<file path="src/rtl/adc_seq_pkg.sv">
package adc_seq_pkg;

    localparam int BYTE_W      = 8;
    localparam int FRAME_BYTES = 3;
    localparam int FRAME_BITS  = BYTE_W * FRAME_BYTES;
    localparam int BIT_CNT_W   = $clog2(FRAME_BITS);
    localparam int LEAD_ZEROS  = 2;
    localparam int RES_LSB     = BYTE_W - LEAD_ZEROS;
    localparam int RX_KEEP     = RES_LSB + BYTE_W;

    typedef enum logic [1:0] {
        ST_IDLE,
        ST_LOW,
        ST_HIGH,
        ST_HOLD
    } seq_state_e;

    typedef struct packed {
        seq_state_e            st;
        logic [BIT_CNT_W-1:0]  bitn;
        logic                  sclk;
        logic                  cs_n;
        logic                  done;
        logic                  tmo;
        logic [BYTE_W-1:0]     res;
    } seq_reg_t;

    // start marker, channel, polarity, input mode, two mode bits for external clocking
    function automatic logic [BYTE_W-1:0] make_ctrl(input logic [2:0] ch,
                                                    input logic       uni,
                                                    input logic       sgl);
        return {1'b1, ch, uni, sgl, 2'b11};
    endfunction

endpackage

</file>
<file path="src/rtl/adc_seq_tick.sv">
module adc_seq_tick #(
    parameter int DIV_W = 8
) (
    input  logic             clk_i,
    input  logic             rst_ni,
    input  logic             load_i,
    input  logic [DIV_W-1:0] div_i,
    output logic             tick_o
);

    typedef struct packed {
        logic [DIV_W-1:0] div;
        logic [DIV_W-1:0] cnt;
    } tick_reg_t;

    tick_reg_t q, d;

    always_comb begin
        d = q;
        if (load_i) begin
            d.div = div_i;
            d.cnt = div_i;
        end else if (q.cnt == '0) begin
            d.cnt = q.div;
        end else begin
            d.cnt = q.cnt - 1'b1;
        end
    end

    always_ff @(posedge clk_i or negedge rst_ni) begin
        if (!rst_ni) q <= '0;
        else         q <= d;
    end

    assign tick_o = (q.cnt == '0);


    cnt_range_chk: assert property (@(posedge clk_i) disable iff (!rst_ni)
        q.cnt <= q.div);

endmodule

</file>
<file path="src/rtl/adc_seq_shift.sv">
module adc_seq_shift
    import adc_seq_pkg::*;
(
    input  logic              clk_i,
    input  logic              rst_ni,
    input  logic              load_i,
    input  logic [BYTE_W-1:0] ctrl_i,
    input  logic              shift_i,
    input  logic              take_i,
    input  logic              miso_i,
    output logic              mosi_o,
    output logic [BYTE_W-1:0] res_o
);

    typedef struct packed {
        logic [FRAME_BITS-1:0] tx;
        logic [RX_KEEP-1:0]    rx;
    } sh_reg_t;

    sh_reg_t q, d;

    always_comb begin
        d = q;
        if (load_i) begin
            d.tx = {ctrl_i, {(FRAME_BITS-BYTE_W){1'b0}}};
        end else if (shift_i) begin
            d.tx = {q.tx[FRAME_BITS-2:0], 1'b0};
        end
        if (take_i) begin
            // only the last RX_KEEP bits survive; the leading byte falls off the top
            d.rx = {q.rx[RX_KEEP-2:0], miso_i};
        end
    end

    always_ff @(posedge clk_i or negedge rst_ni) begin
        if (!rst_ni) q <= '0;
        else         q <= d;
    end

    assign mosi_o = q.tx[FRAME_BITS-1];
    assign res_o  = q.rx[RES_LSB +: BYTE_W];


    tx_excl_chk: assert property (@(posedge clk_i) disable iff (!rst_ni)
        !(load_i && shift_i));

endmodule

</file>
<file path="src/rtl/adc_seq_tmo.sv">
module adc_seq_tmo #(
    parameter int TIMEOUT_CYC = 125000
) (
    input  logic clk_i,
    input  logic rst_ni,
    input  logic clear_i,
    input  logic run_i,
    output logic expire_o
);

    localparam int TMO_W = $clog2(TIMEOUT_CYC + 1);

    logic [TMO_W-1:0] cnt_d, cnt_q;

    always_comb begin
        cnt_d = cnt_q;
        if (clear_i)    cnt_d = '0;
        else if (run_i) cnt_d = cnt_q + 1'b1;
    end

    always_ff @(posedge clk_i or negedge rst_ni) begin
        if (!rst_ni) cnt_q <= '0;
        else         cnt_q <= cnt_d;
    end

    assign expire_o = run_i && !clear_i && (cnt_q == TMO_W'(TIMEOUT_CYC - 1));


    tmo_bound_chk: assert property (@(posedge clk_i) disable iff (!rst_ni)
        run_i |-> cnt_q < TMO_W'(TIMEOUT_CYC));

endmodule

</file>
<file path="src/rtl/adc_conv_seq.sv">
module adc_conv_seq
    import adc_seq_pkg::*;
#(
    parameter int DIV_W       = 8,
    parameter int TIMEOUT_CYC = 125000
) (
    input  logic             clk_i,
    input  logic             rst_ni,
    input  logic             start_i,
    input  logic [2:0]       chan_i,
    input  logic             unipolar_i,
    input  logic             single_i,
    input  logic [DIV_W-1:0] div_i,
    output logic             busy_o,
    output logic             done_o,
    output logic [7:0]       result_o,
    output logic             timeout_o,
    output logic             sclk_o,
    output logic             cs_n_o,
    output logic             mosi_o,
    input  logic             miso_i
);

    localparam logic [BIT_CNT_W-1:0] LAST_BIT = BIT_CNT_W'(FRAME_BITS - 1);

    seq_reg_t q, d;

    logic              tick;
    logic              tick_load;
    logic              tx_load;
    logic              tx_shift;
    logic              rx_take;
    logic              tmo_clr;
    logic              expire;
    logic [BYTE_W-1:0] rx_res;

    adc_seq_tick #(.DIV_W(DIV_W)) tick_i (
        .clk_i  (clk_i),
        .rst_ni (rst_ni),
        .load_i (tick_load),
        .div_i  (div_i),
        .tick_o (tick)
    );

    adc_seq_shift shift_i (
        .clk_i   (clk_i),
        .rst_ni  (rst_ni),
        .load_i  (tx_load),
        .ctrl_i  (make_ctrl(chan_i, unipolar_i, single_i)),
        .shift_i (tx_shift),
        .take_i  (rx_take),
        .miso_i  (miso_i),
        .mosi_o  (mosi_o),
        .res_o   (rx_res)
    );

    adc_seq_tmo #(.TIMEOUT_CYC(TIMEOUT_CYC)) tmo_i (
        .clk_i    (clk_i),
        .rst_ni   (rst_ni),
        .clear_i  (tmo_clr),
        .run_i    (q.st != ST_IDLE),
        .expire_o (expire)
    );

    always_comb begin
        d         = q;
        d.done    = 1'b0;
        d.tmo     = 1'b0;
        tick_load = 1'b0;
        tx_load   = 1'b0;
        tx_shift  = 1'b0;
        rx_take   = 1'b0;
        tmo_clr   = 1'b0;
        unique case (q.st)
            ST_IDLE: begin
                if (start_i) begin
                    d.st      = ST_LOW;
                    d.cs_n    = 1'b0;
                    d.bitn    = '0;
                    tick_load = 1'b1;
                    tx_load   = 1'b1;
                    tmo_clr   = 1'b1;
                end
            end
            ST_LOW: begin
                if (tick) begin
                    rx_take = 1'b1;
                    d.sclk  = 1'b1;
                    d.st    = ST_HIGH;
                end
            end
            ST_HIGH: begin
                if (tick) begin
                    d.sclk = 1'b0;
                    if (q.bitn == LAST_BIT) begin
                        d.st = ST_HOLD;
                    end else begin
                        d.bitn   = q.bitn + 1'b1;
                        tx_shift = 1'b1;
                        d.st     = ST_LOW;
                    end
                end
            end
            ST_HOLD: begin
                if (tick) begin
                    d.cs_n = 1'b1;
                    d.done = 1'b1;
                    d.res  = rx_res;
                    d.st   = ST_IDLE;
                end
            end
            default: d.st = ST_IDLE;
        endcase
        if (expire) begin
            d.st   = ST_IDLE;
            d.cs_n = 1'b1;
            d.sclk = 1'b0;
            d.done = 1'b0;
            d.tmo  = 1'b1;
            d.res  = q.res;
            rx_take  = 1'b0;
            tx_shift = 1'b0;
        end
    end

    always_ff @(posedge clk_i or negedge rst_ni) begin
        if (!rst_ni) begin
            q      <= '0;
            q.st   <= ST_IDLE;
            q.cs_n <= 1'b1;
        end else begin
            q <= d;
        end
    end

    assign busy_o    = (q.st != ST_IDLE);
    assign done_o    = q.done;
    assign result_o  = q.res;
    assign timeout_o = q.tmo;
    assign sclk_o    = q.sclk;
    assign cs_n_o    = q.cs_n;


    sclk_cs_chk: assert property (@(posedge clk_i) disable iff (!rst_ni)
        sclk_o |-> !cs_n_o);


    done_pulse_chk: assert property (@(posedge clk_i) disable iff (!rst_ni)
        done_o |=> !done_o);


    res_hold_chk: assert property (@(posedge clk_i) disable iff (!rst_ni)
        !$stable(result_o) |-> done_o);


    busy_start_chk: assert property (@(posedge clk_i) disable iff (!rst_ni)
        $rose(busy_o) |-> $past(start_i));


    tmo_excl_chk: assert property (@(posedge clk_i) disable iff (!rst_ni)
        timeout_o |-> (!done_o && cs_n_o && !sclk_o));


    mosi_edge_chk: assert property (@(posedge clk_i) disable iff (!rst_ni)
        !$stable(mosi_o) |-> ($fell(sclk_o) || $fell(cs_n_o)));

endmodule

</file>
<file path="config.mk">
export PLATFORM = sky130hd
export DESIGN_NAME = adc_conv_seq
export DESIGN_NICKNAME = d
export VERILOG_FILES = /design/src/rtl/adc_seq_pkg.sv /design/src/rtl/adc_seq_tick.sv /design/src/rtl/adc_seq_shift.sv /design/src/rtl/adc_seq_tmo.sv /design/src/rtl/adc_conv_seq.sv
export SDC_FILE = /design/constraint.sdc
export NUM_CORES = 1
export LEC_CHECK = 0
export BUFFER_PORTS_ARGS = -buffer_cell sky130_fd_sc_hd__buf_2
export CORE_MARGIN = 2
export CORE_UTILIZATION = 35
export CTS_BUF_LIST = sky130_fd_sc_hd__clkbuf_8
export CTS_CLUSTER_SIZE = 12
export DETAILED_ROUTE_END_ITERATION = 6
export HOLD_SLACK_MARGIN = 0.15
export PLACE_DENSITY_LB_ADDON = 0.3
export SYNTH_ARGS = -nofsm -noshare
export SYNTH_HDL_FRONTEND = slang
export SYNTH_SLANG_ARGS = --single-unit
</file>
<file path="constraint.sdc">
create_clock -name clk_i -period 2.42 [get_ports clk_i]
set_clock_uncertainty 0.05 [all_clocks]
set_input_delay 0.121 -clock clk_i [delete_from_list [all_inputs] [get_ports clk_i]]
set_output_delay 0.121 -clock clk_i [all_outputs]
set_load 0.1 [all_outputs]
</file>
# --- Word level (Yosys, flattened, before mapping) ---
# Index checks and enable logic that the tools add are counted.
# Widths: inputs -> output; s select.
word_totals:
  reg_bits: 90
  latch_bits: 0
  ramBits: 0
  mem_bits_ro: 0
  out_inout_bits: 14
  mem_count: 0
classes:
  add_sub_neg: 3
  mul: 0
  div: 0
  magnitude_cmp: 0
  eq_ne: 12
  shift: 0
  n_mux: 33
  bitwise_logic: 1
  reduce_logical: 16
ops:
  columns: ["op", "count"]
  rows:
  - ["$mux 24", 2]
  - ["$mux 8", 5]
  - ["$mux 17", 2]
  - ["$add 17x1->17 const B", 1]
  - ["$eq 17x17->1 const B", 1]
  - ["$mux 1", 12]
  - ["$mux 12", 1]
  - ["$ne 3x3->1 const B", 4]
  - ["$mux 2", 5]
  - ["$pmux 5 s2", 1]
  - ["$reduce_and 3->1", 3]
  - ["$logic_not 8->1", 1]
  - ["$pmux 2 s4", 1]
  - ["$reduce_and 4->1", 2]
  - ["$reduce_bool 2->1", 4]
  - ["$sub 8x1->8 const B", 1]
  - ["$mux 7", 1]
  - ["$ne 2x2->1 const B", 3]
  - ["$reduce_bool 3->1", 2]
  - ["$add 5x1->5 const B", 1]
  - ["$eq 5x5->1 const B", 1]
  - ["$mux 5", 1]
  - ["$eq 2x2->1 const B", 2]
  - ["$pmux 1 s2", 2]
  - ["other kinds (5)", 6]

# --- Depth between registers and ports, before layout ---
# Gate-level depths: netlist of the first run.
logic_depth:
  ltp_word: 8
  ltp_mapped: 8
  depth_no_buf: 6

# --- Modules after synthesis ---
# From an unflattened synthesis of the first run, not the netlist that was laid out.
unflattened:
  hier_cells: 336
  area_unflattened_um2: 3666.0
modules_own_cells:
  columns: ["module", "n_inst", "cells_per_inst", "area_each_um2", "seq_area_each_um2"]
  rows:
  - ["adc_conv_seq", 1, 86, 970.9, 476.7]
  - ["adc_seq_shift", 1, 71, 938.4, 550.5]
  - ["adc_seq_tmo", 1, 95, 930.9, 425.4]
  - ["adc_seq_tick", 1, 84, 825.8, 400.4]

# --- Worst setup path after synthesis of the first run ---
# OpenSTA, ideal clock, no wires.
synth_path:
  path_type: "reg2reg"
  start: "register tick_i.q[0] (netlist name)"
  end: "register q[12] (netlist name)"
  setup_ns: 0.125
  t_arrival_ns: 1.967
  required_time_ns: 2.245
  setup_slack_ns: 0.278
  path_stages_with_launch: 8
  n_path_buf: 1
  path_cell_list: "dfrtp_1 inv_1 ha_1 or3b_2 buf_2 o21ai_1 and2_1 mux2_2"
synth_via:
  elab_chain_cells: 3
synth_lines:
  columns: ["element", "line", "source"]
  rows:
  - ["start, declared", "adc_seq_tick.sv:16", "tick_reg_t q, d;"]
  - ["start signal, assigned", "adc_seq_tick.sv:31", "if (!rst_ni) q <= '0;"]
  - ["start signal, assigned", "adc_seq_tick.sv:32", "else q <= d;"]
  - ["$logic_not 8->1", "adc_seq_tick.sv:35", "assign tick_o = (q.cnt == '0);"]
  - ["$ne 2x2->1 (no source line)", null, null]
  - ["$reduce_and 4->1 (no source line)", null, null]
  - ["end, declared", "adc_conv_seq.sv:26", "seq_reg_t q, d;"]
# Every way passes these cells.
# A chain may end at the register's enable or synchronous reset.

# --- Worst setup path in the final report of the first run ---
layout_path:
  start: "register tick_i.q[2] (netlist name)"
  end: "register shift_i.q[35] (netlist name)"
layout_via:
  elab_chain_cells: 5
layout_lines:
  columns: ["element", "line", "source"]
  rows:
  - ["$logic_not 8->1", "adc_seq_tick.sv:35", null]
  - ["$mux 1", "adc_conv_seq.sv:93", "if (tick) begin"]
  - ["$mux 1", "adc_conv_seq.sv:74", "unique case (q.st)"]
  - ["$mux 1", "adc_conv_seq.sv:114", "if (expire) begin"]
  - ["$reduce_bool 2->1 (no source line)", null, null]
  - ["end signal, assigned", "adc_seq_shift.sv:36", "if (!rst_ni) q <= '0;"]
  - ["end signal, assigned", "adc_seq_shift.sv:37", "else q <= d;"]
  - ["end, declared", "adc_seq_shift.sv:20", "sh_reg_t q, d;"]
# Every way passes these cells.

==> flow_summary.json, run 1 <==
{
  "die_w_um": 106,
  "firstDrtPassIters": 5,
  "drv_cap": 0,
  "hpwl_um": 4860,
  "power_uw": 4190,
  "rsz0062_at_grt": "false",
  "synth_nets": 366,
  "yosysUniqueCellTypes": 51,
  "grt_pass1_vias": 2733,
  "n_antenna_cell": 0,
  "clkTransAtPathRegs_ps": 80,
  "r2r-end": "shift_i.q[35]$_DFFE_PN0P_",
  "fp.dieArea_um2": 11200,
  "cts_tree": "yes",
  "grt_start_max_net_pins": 75,
  "start_kind": "register",
  "slew_violations": 0,
  "setup-violations-final": 0,
  "synth-edff-count": 0,
  "cp.required_ps": 2590,
  "synth_top_cell_by_area": "dfrtp_1",
  "cp_data_arrival_time_ps": 2410,
  "synth-warning-count": 0,
  "place.gp.congestion": 0.787,
  "drc_errors": 0,
  "path_max_fanout": 10,
  "final.period_utilization_pct": 92.5,
  "r2r_cells": 5,
  "synth-main-ff-cell": "dfrtp_1",
  "synthAdderAreaFrac_pct": 1.38,
  "root_buffer": "clkbuf_8",
  "synth_top_cell_area_share_pct": 50.4,
  "wl_per_cell_um": 14.0,
  "reg2reg_setup_slack_ps": 180,
  "nets": 413,
  "dpl-instance-area_um2": 3900,
  "synth-xor-area-share_pct": 0.724,
  "areaGrowthSynthToFinish_pct": 17.6,
  "worstMarginPinSlew_ps": 946,
  "layout-drive-gt1-share_pct": 22.4,
  "rows": 37,
  "min_period_ps": 2240,
  "avgSynthCellArea_um2": 10.5,
  "io-pin-count": 31,
  "crit_type": "reg2reg",
  "synthMuxAreaShare_pct": 11.6,
  "yosysSeqAreaShare_pct": 51.1,
  "drt-total-wl_um": 7440,
  "clk_latency_ps": 370,
  "max_freq_mhz": 447,
  "syn-instance-count": 345,
  "grt_pass1_wl_um": 13000,
  "synth-simple-area-share_pct": 18.6,
  "min_path_type": "in2async",
  "final_antenna_net_count": 0,
  "antenna_found_initial": 0,
  "fp.dieH_um": 106,
  "grt_usage_pct": 14.6,
  "final.fill_count": 999,
  "p_leak_uw": 0.00205,
  "ys_ff_latch": 74,
  "synth_top_family_by_area": "simple AND/OR/NAND/NOR gates",
  "peakVddDrop_mv": 0.346,
  "coreArea_um2": 10200,
  "start_util_pct": 35.6,
  "synth_compound_area_share_pct": 11.7,
  "hold_viol": 0,
  "relSlewSlack_pct": 36.9,
  "clock-sinks": 74,
  "vias": 2695,
  "r2r-start": "tick_i.q[2]$_DFF_PN0_",
  "numCtsBuffers": 9,
  "setup_tns_ps": 0,
  "power_density_nw_per_um2": 982,
  "avgViaCountPerCell": 5.06,
  "clk_path_buf_depth": 2,
  "grt_overflow": 0,
  "critPathCaptureType": "register",
  "final_area_um2": 4270,
  "synth_area_leaders": "dfrtp_1 50%, mux2_2 6.8%, nand2_1 4.8%, mux2i_1 4.4%, nor2_1 2.8%",
  "synth_area_um2": 3630,
  "status": "finished clean",
  "first_iter_violations": 118,
  "htreeDepth": 3,
  "synthArstFlopShare_pct": 100,
  "portBuffers": 30
}
==> worst max path at each step <==
stage / start / endpoint / slack, ps
2_1_floorplan: tick_i.q[0]$_DFF_PN0_ / q[12]$_DFFE_PN0P_ / 280
3_3_place_gp: tick_i.q[0]$_DFF_PN0_ / shift_i.q[35]$_DFFE_PN0P_ / 180
3_5_place_dp: tick_i.q[0]$_DFF_PN0_ / shift_i.q[32]$_DFFE_PN0P_ / 100
4_1_cts: tick_i.q[0]$_DFF_PN0_ / shift_i.q[33]$_DFFE_PN0P_ / 70
5_1_grt: tick_i.q[2]$_DFF_PN0_ / shift_i.q[35]$_DFFE_PN0P_ / 10
6_report: tick_i.q[2]$_DFF_PN0_ / shift_i.q[35]$_DFFE_PN0P_ / 180
==> cells by family (layout without fill, tap and decap cells) <==
group,Yosys count,count (layout)
mux,39,39
flops,74,74
simple gates,128,128
xor+xnor,3,3
buf+inv,33,85
compound gates,64,64
fa+ha+maj,4,4
==> timing repair <==
| item | CTS | global route |
|---|---|---|
| setup buffers | 0 | 1 |
| hold endpoints to repair | 98 | 0 |
| hold buffers | 16 | 0 |
| resized for setup | 0 | 1 |
| endpoints found under the setup margin | 0 | 15 |
==> sequential cells by signal (all words and copies together) (netlist names) <==
register        flops
cs_n_o              1
done_o              1
q                   7
result_o            8
sclk_o              1
shift_i.mosi_o      1
shift_i.q          13
shift_i.res_o       8
tick_i.q           16
timeout_o           1
tmo_i.cnt_q        17
==> per-layer routing <==
metal | GRT usage, % | vias to the layer above | part of all wire, % | wire length [um]
met5 | 0 | - | 0 | 0
met2 | 23.6 | 36 | 47 | 3530
met4 | 7.89 | 0 | 2.6 | 192
li1 | - | 1321 | - | -
met3 | 2.91 | 15 | 2.6 | 190
met1 | 18.4 | 1323 | 47 | 3530
==> Yosys cell counts (all sizes together) (5+ instances only) <==
| cell type | count |
|---|---|
| a21oi | 7 |
| a2bb2oi | 6 |
| a31oi | 6 |
| and3 | 5 |
| buf | 13 |
| clkbuf | 9 |
| dfrtp | 73 |
| inv | 11 |
| mux2 | 23 |
| mux2i | 16 |
| nand2 | 46 |
| nand2b | 5 |
| nand3 | 10 |
| nand4 | 6 |
| nor2 | 29 |
| o211ai | 8 |
| o21ai | 21 |
==> cell type report <==
cell class                 instances  area [um^2]  area share (%)
multi-input combinational        238         1600            37.6
clock inverter                     7         60.1            1.41
clock buffer                       9          124            2.90
inverter                          11         41.3           0.968
timing repair buffer              58          415            9.74
tap                              136          170            3.99
sequential                        74         1850            43.4
==> report_power, final <==
group | total (uW) | leakage, uW | internal (uW) | switching (uW)
clock | 910 | 0.0000848 | 389 | 521
combinational | 1310 | 0.00103 | 526 | 782
sequential | 1970 | 0.000942 | 1590 | 378
total | 4190 | 0.00205 | 2510 | 1680
==> layout by cell type, fill, tap and decap left out, drive strengths merged, types with 7 or more instances in the layout <==
| cell type | instances |
|---|---|
| inv | 15 |
| dlygate4sd3 | 16 |
| a21oi | 7 |
| o211ai | 8 |
| nand3 | 10 |
| dfrtp | 73 |
| nor2 | 29 |
| buf | 42 |
| nand2 | 46 |
| clkbuf | 9 |
| mux2i | 16 |
| mux2 | 23 |
| o21ai | 21 |
==> per-stage QoR <==
step	worst slack, ps	hold slack, ps	std cells	util (%)
after CTS	70.0	424	532	41.7
after global placement	181	280	500	38.3
after global routing	10.0	458	533	41.9
after detailed placement	105	284	500	38.3
final	181	370	533	41.9
after floorplan	278	-225	345	-
==> worst max-delay path: stages (launching register included) <==
cell and delay, ps:
dfrtp_1 440, or4_1 760, nor4_4 370, buf_4 210, a2bb2oi_1 160, a31oi_1 100
Note: power is estimated with default switching activity, not from simulation.
==> run 2: changes to the inputs <==
--- a/config.mk
+++ b/config.mk
@@ -13,6 +13,7 @@
 export DETAILED_ROUTE_END_ITERATION = 6
 export HOLD_SLACK_MARGIN = 0.15
 export PLACE_DENSITY_LB_ADDON = 0.3
+export REMOVE_ABC_BUFFERS = 1
 export SYNTH_ARGS = -nofsm -noshare
 export SYNTH_HDL_FRONTEND = slang
 export SYNTH_SLANG_ARGS = --single-unit
==> flow_summary.json, run 2 (same netlist as run 1, synthesis figures left out) <==
{
  "wl_per_cell_um": 13.6,
  "clk_latency_ps": 350,
  "coreArea_um2": 10200,
  "crit_type": "reg2reg",
  "final_antenna_net_count": 0,
  "place.gp.congestion": 0.761,
  "clkTransAtPathRegs_ps": 90,
  "critPathCaptureType": "register",
  "cp.required_ps": 2570,
  "path_max_fanout": 10,
  "hpwl_um": 4940,
  "final.fill_count": 1010,
  "start_util_pct": 35.6,
  "antenna_found_initial": 0,
  "fp.dieH_um": 106,
  "cp_data_arrival_time_ps": 2350,
  "grt_pass1_vias": 2622,
  "nets": 415,
  "rsz0062_at_grt": "false",
  "htreeDepth": 3,
  "peakVddDrop_mv": 0.394,
  "relSlewSlack_pct": 38.2,
  "status": "finished clean",
  "hold_viol": 0,
  "largest_reg_flops": 17,
  "first_iter_violations": 144,
  "numCtsBuffers": 9,
  "die_w_um": 106,
  "portBuffers": 30,
  "drv_cap": 0,
  "final.period_utilization_pct": 90.8,
  "grt_pass1_wl_um": 12500,
  "clk_path_buf_depth": 2,
  "vias": 2666,
  "final_cell_mix": "73 x dfrtp_1, 46 x nand2_1, 29 x buf_2, 27 x nor2_1, 22 x mux2_2",
  "layout_commonest_cell": "dfrtp_1",
  "setup_tns_ps": 0,
  "grt_start_max_net_pins": 75,
  "max_freq_mhz": 455,
  "final_util_pct": 42.1,
  "cts_tree": "yes",
  "root_buffer": "clkbuf_8",
  "power_density_nw_per_um2": 1010,
  "n_antenna_cell": 0,
  "drc_errors": 0,
  "layout-drive-gt1-share_pct": 22.8,
  "min_path_type": "in2async",
  "slew_violations": 0,
  "p_leak_uw": 0.00208,
  "areaGrowthSynthToFinish_pct": 18.4,
  "grt_overflow": 0,
  "top_regs": "tmo_i.cnt_q x17, tick_i.q x16, shift_i.q x13",
  "start_kind": "register",
  "setup-violations-final": 0,
  "clock-sinks": 74,
  "min_period_ps": 2200,
  "fp.dieArea_um2": 11200,
  "firstDrtPassIters": 4,
  "regMostFlops": "tmo_i.cnt_q",
  "postCtsSetupBuffers": 0,
  "rows": 37,
  "grt_usage_pct": 14.0,
  "avgViaCountPerCell": 4.98,
  "drt-total-wl_um": 7280,
  "io-pin-count": 31,
  "worstMarginPinSlew_ps": 927
}
## run 2: cell count changes in the layout (fill, tap and decap cells not counted), sizes merged
cell      change
clkinvlp      -2
clkinv        +1
bufinv        +1
buf           +2
## run 2: layout make-up
type                       instances  area, um^2  area share (%)
inverter                          11        41.3           0.962
clock inverter                     7        83.8            1.95
clock buffer                       9         124            2.89
timing repair buffer              60         418            9.73
multi-input combinational        238        1600            37.3
tap                              136         170            3.96
sequential                        74        1850            43.2
## run 2: final timing paths
path / startpoint / to / slack [ps] / cells past startpoint
max: tick_i.q[0]$_DFF_PN0_ / shift_i.q[33]$_DFFE_PN0P_ / 220 / 7
min: rst_ni / result_o[3]$_DFFE_PN0P_ / 370 / 2
max reg2reg: tick_i.q[0]$_DFF_PN0_ / shift_i.q[33]$_DFFE_PN0P_ / 220 / 7
min reg2reg: tmo_i.cnt_q[16]$_DFFE_PN0P_ / tmo_i.cnt_q[16]$_DFFE_PN0P_ / 430 / 1
max in group asynchronous: rst_ni / q[17]$_DFFE_PN0P_ / 1310 / 2
min in group clk_i: tmo_i.cnt_q[16]$_DFFE_PN0P_ / tmo_i.cnt_q[16]$_DFFE_PN0P_ / 430 / 1
## run 2: power breakdown
part / switching [uW] / internal [uW] / leakage, uW
Clock: 519 / 496 / 0.000103
Combinational: 826 / 553 / 0.00103
Sequential: 347 / 1600 / 0.000942
Total: 1690 / 2640 / 0.00208
## run 2: critical path: stages, from the launching register on
cell       delay (ps)
dfrtp_1           440
inv_1             110
ha_1              210
or3b_4            470
nor4_4            290
buf_4             210
a2bb2oi_1         160
a31oi_1           110
## run 2: per-layer routing
metal	GRT usage, %	wire length (um)	vias to the layer above
li1	-	-	1322
met1	19.3	3580	1292
met2	21.2	3360	43
met3	3.59	271	9
met4	5.17	74	0
met5	0	0	-
## run 2: through the flow
step           hold slack, ps  instances  total power (uW)  setup WS (ps)  area, um^2
2_1_floorplan            -225        323              2890            106        3490
3_5_place_dp              276        503              3320            112        3920
3_3_place_gp              280        503              3270            202        3920
6_report                  370        535              4340            224        4290
5_1_grt                   463        535              4650           51.2        4290
4_1_cts                   420        535              4370           90.4        4290
## run 2: what timing repair did
item / in CTS / in global routing
setup endpoints to repair: 0 / 7
hold buffers: 16 / 0
endpoints found under the hold margin: 97 / 0
resized for setup: 0 / 1
